## src/rtl/vof_pkg.sv

```systemverilog
package vof_pkg;
  localparam int unsigned VOF_DW    = 8;
  localparam int unsigned VOF_PHW   = 2;
  localparam int unsigned VOF_DEPTH = 3;

  localparam logic [VOF_DW-1:0] VOF_BLANK_Y = 8'h10;
  localparam logic [VOF_DW-1:0] VOF_BLANK_C = 8'h80;
  localparam logic [VOF_DW-1:0] VOF_BLUE_Y  = 8'h29;
  localparam logic [VOF_DW-1:0] VOF_BLUE_CB = 8'hF0;
  localparam logic [VOF_DW-1:0] VOF_BLUE_CR = 8'h6E;

  typedef enum logic [VOF_PHW-1:0] {
    PH_NORM  = 2'd0,
    PH_EARLY = 2'd1,
    PH_RSVD  = 2'd2,
    PH_LATE  = 2'd3
  } vof_phase_e;

  // Chroma encoding: two's complement differs from offset binary in the MSB.
  function automatic logic [VOF_DW-1:0] vof_encode(input logic [VOF_DW-1:0] v,
                                                   input logic twos);
    return {v[VOF_DW-1] ^ twos, v[VOF_DW-2:0]};
  endfunction

  // 4:1:1 slot packing: two Cb bits then two Cr bits, MSB pair first.
  function automatic logic [VOF_DW-1:0] vof_pack411(input logic [VOF_DW-1:0] cb,
                                                    input logic [VOF_DW-1:0] cr,
                                                    input logic [1:0] slot);
    logic [VOF_DW-1:0] r;
    case (slot)
      2'd0:    r = {cb[7:6], cr[7:6], 4'h0};
      2'd1:    r = {cb[5:4], cr[5:4], 4'h0};
      2'd2:    r = {cb[3:2], cr[3:2], 4'h0};
      default: r = {cb[1:0], cr[1:0], 4'h0};
    endcase
    return r;
  endfunction

  // Phase code to pipeline tap: early=0, late=2, normal and reserved=1.
  function automatic logic [1:0] vof_tap(input logic [VOF_PHW-1:0] ph);
    logic [1:0] t;
    case (vof_phase_e'(ph))
      PH_EARLY: t = 2'd0;
      PH_LATE:  t = 2'd2;
      default:  t = 2'd1;
    endcase
    return t;
  endfunction
endpackage

```

## src/rtl/vof_pack.sv

```systemverilog
module vof_pack
  import vof_pkg::*;
(
  input  logic              clk,
  input  logic              rst_n,
  input  logic              pix_vld,
  input  logic [VOF_DW-1:0] y_in,
  input  logic [VOF_DW-1:0] cb_in,
  input  logic [VOF_DW-1:0] cr_in,
  input  logic              sync_lock,
  input  logic              cfg_411,
  input  logic              cfg_twos,
  input  logic              cfg_blue_en,
  output logic [VOF_DW-1:0] fmt_y,
  output logic [VOF_DW-1:0] fmt_c
);
  logic [1:0]        slot;
  logic [VOF_DW-1:0] cb_h, cr_h;
  logic [VOF_DW-1:0] y_src, cb_src, cr_src;
  logic [VOF_DW-1:0] cb_sel, cr_sel, cb_enc, cr_enc;
  logic [VOF_DW-1:0] y_next, c_next;
  logic              blue_now, grp_first;

  always_comb begin
    blue_now  = cfg_blue_en & ~sync_lock;
    y_src     = blue_now ? VOF_BLUE_Y  : y_in;
    cb_src    = blue_now ? VOF_BLUE_CB : cb_in;
    cr_src    = blue_now ? VOF_BLUE_CR : cr_in;
    grp_first = cfg_411 ? (slot == 2'd0) : ~slot[0];
    cb_sel    = grp_first ? cb_src : cb_h;
    cr_sel    = grp_first ? cr_src : cr_h;
    cb_enc    = vof_encode(cb_sel, cfg_twos);
    cr_enc    = vof_encode(cr_sel, cfg_twos);
    if (!pix_vld) begin
      y_next = VOF_BLANK_Y;
      c_next = vof_encode(VOF_BLANK_C, cfg_twos);
    end else begin
      y_next = y_src;
      if (cfg_411) c_next = vof_pack411(cb_enc, cr_enc, slot);
      else         c_next = slot[0] ? cr_enc : cb_enc;
    end
  end

  always_ff @(posedge clk or negedge rst_n) begin
    if (!rst_n) begin
      slot  <= 2'd0;
      cb_h  <= '0;
      cr_h  <= '0;
      fmt_y <= VOF_BLANK_Y;
      fmt_c <= VOF_BLANK_C;
    end else begin
      slot  <= pix_vld ? slot + 2'd1 : 2'd0;
      if (pix_vld && grp_first) begin
        cb_h <= cb_src;
        cr_h <= cr_src;
      end
      fmt_y <= y_next;
      fmt_c <= c_next;
    end
  end
endmodule

```

## src/rtl/vof_phase.sv

```systemverilog
module vof_phase
  import vof_pkg::*;
#(
  parameter int unsigned W       = 8,
  parameter logic [W-1:0] RST_VAL = '0
) (
  input  logic               clk,
  input  logic               rst_n,
  input  logic [VOF_PHW-1:0] sel,
  input  logic [W-1:0]       d,
  output logic [W-1:0]       q
);
  localparam int unsigned NREG = VOF_DEPTH - 1;

  logic [NREG:1][W-1:0] pipe;

  always_ff @(posedge clk or negedge rst_n) begin
    if (!rst_n) begin
      for (int i = 1; i <= NREG; i++) pipe[i] <= RST_VAL;
    end else begin
      pipe[1] <= d;
      for (int i = 2; i <= NREG; i++) pipe[i] <= pipe[i-1];
    end
  end

  always_comb begin
    case (vof_tap(sel))
      2'd0:    q = d;
      2'd2:    q = pipe[NREG];
      default: q = pipe[1];
    endcase
  end
endmodule

```

## src/rtl/vof_busctl.sv

```systemverilog
module vof_busctl #(
  parameter int unsigned NBUS = 4
) (
  input  logic [NBUS-1:0] bus_en,
  input  logic            oe_n,
  input  logic            prio_in_n,
  output logic [NBUS-1:0] bus_oe,
  output logic            prio_out_n
);
  for (genvar g = 0; g < NBUS; g++) begin : g_lane
    assign bus_oe[g] = ~oe_n & bus_en[g] & prio_in_n;
  end
  assign prio_out_n = prio_in_n & ~(|bus_oe);
endmodule

```

## src/rtl/vid_out_fmt.sv

```systemverilog
module vid_out_fmt
  import vof_pkg::*;
(
  input  logic               clk,
  input  logic               rst_n,
  input  logic               pix_vld,
  input  logic [VOF_DW-1:0]  y_in,
  input  logic [VOF_DW-1:0]  cb_in,
  input  logic [VOF_DW-1:0]  cr_in,
  input  logic               hs_in_n,
  input  logic               vs_in_n,
  input  logic               sync_lock,
  input  logic               cfg_411,
  input  logic               cfg_twos,
  input  logic               cfg_blue_en,
  input  logic [VOF_PHW-1:0] y_phase,
  input  logic [VOF_PHW-1:0] c_phase,
  input  logic               en_y,
  input  logic               en_c,
  input  logic               en_hs,
  input  logic               en_vs,
  input  logic               oe_n,
  input  logic               prio_in_n,
  output logic [VOF_DW-1:0]  y_out,
  output logic [VOF_DW-1:0]  c_out,
  output logic               hs_out_n,
  output logic               vs_out_n,
  output logic               y_oe,
  output logic               c_oe,
  output logic               hs_oe,
  output logic               vs_oe,
  output logic               prio_out_n
);
  localparam int unsigned NBUS = 4;

  logic [VOF_DW-1:0] fmt_y, fmt_c;
  logic [1:0]        sync_q, sync_d;
  logic [NBUS-1:0]   bus_oe;

  vof_pack u_pack (
    .clk(clk), .rst_n(rst_n), .pix_vld(pix_vld),
    .y_in(y_in), .cb_in(cb_in), .cr_in(cr_in),
    .sync_lock(sync_lock), .cfg_411(cfg_411), .cfg_twos(cfg_twos),
    .cfg_blue_en(cfg_blue_en), .fmt_y(fmt_y), .fmt_c(fmt_c)
  );

  vof_phase #(.W(VOF_DW), .RST_VAL(VOF_BLANK_Y)) u_yph (
    .clk(clk), .rst_n(rst_n), .sel(y_phase), .d(fmt_y), .q(y_out)
  );

  vof_phase #(.W(VOF_DW), .RST_VAL(VOF_BLANK_C)) u_cph (
    .clk(clk), .rst_n(rst_n), .sel(c_phase), .d(fmt_c), .q(c_out)
  );

  // Syncs take the formatter stage plus the normal tap: two clocks.
  always_ff @(posedge clk or negedge rst_n) begin
    if (!rst_n) sync_q <= 2'b11;
    else        sync_q <= {hs_in_n, vs_in_n};
  end

  vof_phase #(.W(2), .RST_VAL(2'b11)) u_sph (
    .clk(clk), .rst_n(rst_n), .sel(PH_NORM), .d(sync_q), .q(sync_d)
  );
  assign hs_out_n = sync_d[1];
  assign vs_out_n = sync_d[0];

  vof_busctl #(.NBUS(NBUS)) u_bus (
    .bus_en({en_vs, en_hs, en_c, en_y}), .oe_n(oe_n), .prio_in_n(prio_in_n),
    .bus_oe(bus_oe), .prio_out_n(prio_out_n)
  );
  assign y_oe  = bus_oe[0];
  assign c_oe  = bus_oe[1];
  assign hs_oe = bus_oe[2];
  assign vs_oe = bus_oe[3];
endmodule

```

## config.mk

```make
export PLATFORM = sky130hd
export DESIGN_NAME = vid_out_fmt
export DESIGN_NICKNAME = d
export VERILOG_FILES = /design/src/rtl/vof_pkg.sv /design/src/rtl/vof_pack.sv /design/src/rtl/vof_phase.sv /design/src/rtl/vof_busctl.sv /design/src/rtl/vid_out_fmt.sv
export SDC_FILE = /design/constraint.sdc
export NUM_CORES = 1
export LEC_CHECK = 0
export ABC_AREA = 1
export BUFFER_PORTS_ARGS = -buffer_cell sky130_fd_sc_hd__buf_2
export CAP_MARGIN = 20
export CORE_MARGIN = 2
export CORE_UTILIZATION = 45
export CTS_CLUSTER_SIZE = 40
export DETAILED_ROUTE_END_ITERATION = 16
export HOLD_SLACK_MARGIN = 0.06
export PLACE_DENSITY = 0.73
export RECOVER_POWER = 100
export SYNTH_ARGS = -nofsm -noshare
export SYNTH_HDL_FRONTEND = slang
export SYNTH_SLANG_ARGS = --single-unit
```

## constraint.sdc

```tcl
create_clock -name clk -period 1.8 [get_ports clk]
set_clock_uncertainty 0.15 [all_clocks]
set_input_delay 0.45 -clock clk [delete_from_list [all_inputs] [get_ports clk]]
set_output_delay 0.45 -clock clk [all_outputs]
set_load 0.05 [all_outputs]
```

==> results.md <==
Detailed routing:
- The final route contains approximately 2,600 vias.
- For this block, the initial DRC count from the detailed router was between 100 and 150.
- After detailed routing, the number of remaining DRC violations is 0.
- The final wirelength is between 6000 and 7000 µm.
- The average wire per standard cell is roughly 13 µm.
- The remaining antenna violation count is 0.
- The count of TritonRoute iterations in the first routing pass is 6.
- The ratio of routed vias to standard cells is 4.87.

Power:
- Combinational cells account for between 20% and 30% of the total power.
- Of the total power, the clock network draws 29.9%.
- The cell-internal power is approximately 2600 µW.
- The switching power as a share of total power is approximately a third.
- The proportion of power drawn by flip-flops and latches is 46.9%.
- Summed over all cells, the static leakage comes to around 0.0022 µW.
- VDD sags by at most about 0.41 mV.
- In this run the power spent charging and discharging nets is 1270 µW.
- Power spread over the standard cell area amounts to between 900 and 1000 nW/µm².

Critical path:
- STA classifies the critical path startpoint as a flop.
- The critical path arrival is between 1 and 1.5 ns.
- In this design, the largest share of critical-path delay is due to flip-flops.
- The capturing element type of the critical path is an output pin.
- The kind of critical path is reg -> out.
- The required time at the worst-slack endpoint is roughly 1.2 ns.
- The signal on the critical path passes through nand2_2, nand3_2, buf_8.
- The largest single stage delay on the critical path is around 0.56 ns.
- Counting both buffers and inverters, the worst setup path holds a total of 1.
- Along the worst path, the maximum fanout reaches 2.
- The worst-path cell with the longest stage delay is sky130_fd_sc_hd__dfstp_2.

Finish:
- The finished layout holds 538 standard cells, fillers aside.
- In the layout the commonest cells are 118 x sky130_fd_sc_hd__nand2_1, 59 x sky130_fd_sc_hd__dfrtp_1, 40 x sky130_fd_sc_hd__buf_2.
- The final design area excluding fillers is between 4000 and 5000 µm².
- The commonest non-fill, non-tap cell in the layout is sky130_fd_sc_hd__nand2_1.
- The net total in the final layout is 500.
- The area growth from synthesis to layout is 33.8%.
- The ratio of cells with drive above 1 in the final layout is roughly a third.
- The number of diodes is 0.

Clocking:
- The CTS tree is done.
- The TritonCTS sink count is 70.
- TritonCTS created 9 clock buffers.
- The number of H-tree levels is 3.
- The root buffer selected by CTS is sky130_fd_sc_hd__clkbuf_8.
- At the later pin of the worst-skew pair, clock insertion delay measures 0.35 ns.
- The post-CTS clock slew at the launch and capture registers of the worst setup and hold paths is approximately 0.08 ns.
- No sink is reached through more buffers than the 2 on the longest clock path.

Die:
- The number of top-level pins is 66.
- In this run the core area contains 30 standard-cell rows.
- The die is slightly below 90 µm tall.
- The die covers about 7600 µm².
- The die width is just under 90 µm.
- The total area inside the core boundary comes to around 6700 µm².
- The initial core utilization is a little under half.

Placed design:
- In this run the cell area measured after placement is roughly 3800 µm².
- The minimum setup slack after placement is -0.133 ns.
- Input and output buffers added on the ports amount to 65.
- Detailed placement finished with a half-perimeter wire length of between 4000 and 5000 µm.
- The congestion estimate from routability-driven global placement came to 0.926.
- The cell total after placement is about 520.

Synthesis:
- Yosys printed 0 warnings.
- The mapped netlist covers between 3000 and 4000 µm².
- The synthesized netlist devotes 0% of its cell area to XOR and XNOR gates.
- The combinational family with the most area after synthesis is simple AND/OR/NAND/NOR gates.
- The net count of the mapped netlist is ~400.
- A synthesized cell averages around 8.6 µm².
- The mux share of post-synthesis cell area is 0%.
- The compound-gate portion of the synthesized area is under 10%.
- The register bit total from synthesis is 70.
- Yosys mapped the design onto 29 distinct sky130hd cell types.
- After Yosys synthesis, and, or, nand and nor cells account for between 20% and 30% of the synthesized area.
- The fraction of the yosys area taken by sequential cells is 57.0%.
- In this run, synthesis inferred 0 flip-flops with an integrated enable.
- The synthesized netlist devotes under 10% of its cell area to adder and majority cells.
- The top flip-flop cell by instance count after synthesis is sky130_fd_sc_hd__dfrtp_1.
- In the synthesized netlist the async set-or-reset flop fraction comes to between 90% and 100%.
- The cell count after synthesis came out at 360.

Global routing:
- The routing layer with the top usage in global route is met2.
- For this run, the total global-route usage over all layers was measured as between 10% and 20%.
- Global routing consumed, on the met2 layer, around 32% of the routing resources.
- The leftover overflow at the end of global routing is 0.
- The initial antenna violation count came to 0.
- Global routing used under 10% of the available met3 tracks.
- The first global-routing pass estimated about 12,000 µm of wire.
- The pin count of the biggest net entering global routing is 71.
- Global routing consumed, on the met1 layer, 25.1% of the routing resources.
- The via count of the first global-routing pass is around 2,600.

STA:
- The final-report hold violation count was 0.
- The least setup slack across all paths after layout is 0.0238 ns.
- For this run, the top clock speed supported by timing is between 0.5 and 0.6 GHz.
- Headroom to the max-slew limit came out at between 40 and 50%.
- Setup repair after global routing could not meet its margin everywhere.
- The count of final max-slew check failures is 0.
- The final number of setup-violating endpoints is 0.
- The final critical-path share of the clock period is a little over nine tenths.
- The pin slew with the least headroom to its limit is between 0.8 and 0.9 ns.
- Adding up every negative setup slack in the final design gives 0 ns.
- The worst hold-check slack is 0.157 ns.
- Counting I/O delays and the setup requirement, the final critical path takes about 1.8 ns.

Status:
- The flow ran to the end, and the final reports show no timing, DRC or antenna violations.

Hold path:
- The tightest min-delay check is of the in -> reg type.

Job:
- The number of violations of the max-capacitance limit is 0.
[power groups by stage]
| stage | clock (µW) | sequential (µW) | combinational, µW |
|---|---|---|---|
| CTS | 1190 | 1810 | 865 |
| global route | 1280 | 1830 | 990 |
| detailed placement | 0 | 1840 | 819 |
| finish | 1150 | 1810 | 896 |
| global placement | 0 | 1830 | 807 |
| floorplan | 0 | 1830 | 563 |
[sequential cells by signal, summed over array words and instances (netlist names)]
| register | flops |
|---|---|
| u_pack.slot | 2 |
| u_pack.fmt_c | 8 |
| u_pack.fmt_y | 8 |
| sync_q | 2 |
| u_sph.pipe | 2 |
| u_pack.cb_h | 8 |
| u_pack.cr_h | 8 |
| u_yph.pipe | 16 |
| u_cph.pipe | 16 |
[synthesized netlist by cell type, types with 3 or more instances]
library cell | n | area, µm²
sky130_fd_sc_hd__dfstp_2 | 10 | 263
sky130_fd_sc_hd__buf_6 | 3 | 33.8
sky130_fd_sc_hd__dfrtp_1 | 60 | 1500
sky130_fd_sc_hd__buf_2 | 3 | 15.0
sky130_fd_sc_hd__nand2_1 | 122 | 458
sky130_fd_sc_hd__o21ai_0 | 11 | 55.1
sky130_fd_sc_hd__ha_1 | 4 | 50.1
sky130_fd_sc_hd__o211ai_1 | 4 | 30.0
sky130_fd_sc_hd__a21oi_1 | 7 | 35.0
sky130_fd_sc_hd__nor2_1 | 35 | 131
sky130_fd_sc_hd__o21ai_1 | 13 | 65.1
sky130_fd_sc_hd__nand3_1 | 28 | 140
sky130_fd_sc_hd__inv_1 | 37 | 139
[layout make-up]
| type | count | area [µm²] |
|---|---|---|
| clock buffer | 9 | 124 |
| clock inverter | 7 | 57.6 |
| fill | 593 | 2580 |
| inverter | 42 | 178 |
| multi-input combinational | 243 | 1280 |
| sequential | 70 | 1770 |
| tap | 80 | 100 |
| timing repair buffer | 87 | 638 |
[repair_timing]
item | CTS | global route
endpoints found under the hold margin | 62 | 0
gates cloned | 0 | 1
pin swaps | 1 | 9
gates resized for setup | 27 | 35
setup endpoints to repair | 21 | 31
setup buffers | 0 | 1
hold buffers | 3 | 0
[per-layer routing]
layer / share of wire, % / vias to the layer above / routed length, µm
met2: 49 / 72 / 3290
li1: - / 1318 / -
met1: 45 / 1220 / 3040
met4: 1.5 / 0 / 102
met3: 4.6 / 8 / 309
met5: 0 / - / 0
[worst paths after layout]
check | from | to | slack, ns | cells after the start
max in group asynchronous | rst_n | u_pack.slot[0] | 0.24 | 3
max reg2reg | u_pack.slot[0] | u_pack.cb_h[7] | 0.04 | 8
min | y_in[2] | u_pack.fmt_y[2] | 0.16 | 3
max | u_pack.fmt_y[4] | y_out[4] | 0.02 | 3
min in group asynchronous | rst_n | u_pack.cr_h[3] | 0.67 | 3
min reg2reg | sync_q[0] | u_sph.pipe[0] | 0.21 | 0
[metrics by stage]
step	power, µW	util [%]
2_1_floorplan	2400	-
3_3_place_gp	2640	56.5
3_5_place_dp	2660	56.5
4_1_cts	3870	60.8
5_1_grt	4100	61.7
6_report	3860	61.7
[kinds of logic (layout without fill, tap and decap cells)]
logic type                 after synthesis  count (layout)
buffers and inverters                   48             145
and+or+nand+nor                        194             195
AOI/OAI and AO/OA                       44              44
adders and majority gates                4               4
DFF                                     70              70
[worst min-delay path, cell delays in order]
cell and delay, ns:
sky130_fd_sc_hd__buf_2 0.10, sky130_fd_sc_hd__inv_1 0.04, sky130_fd_sc_hd__nor2_1 0.04
No activity file was read; power rests on OpenSTA's default activity.
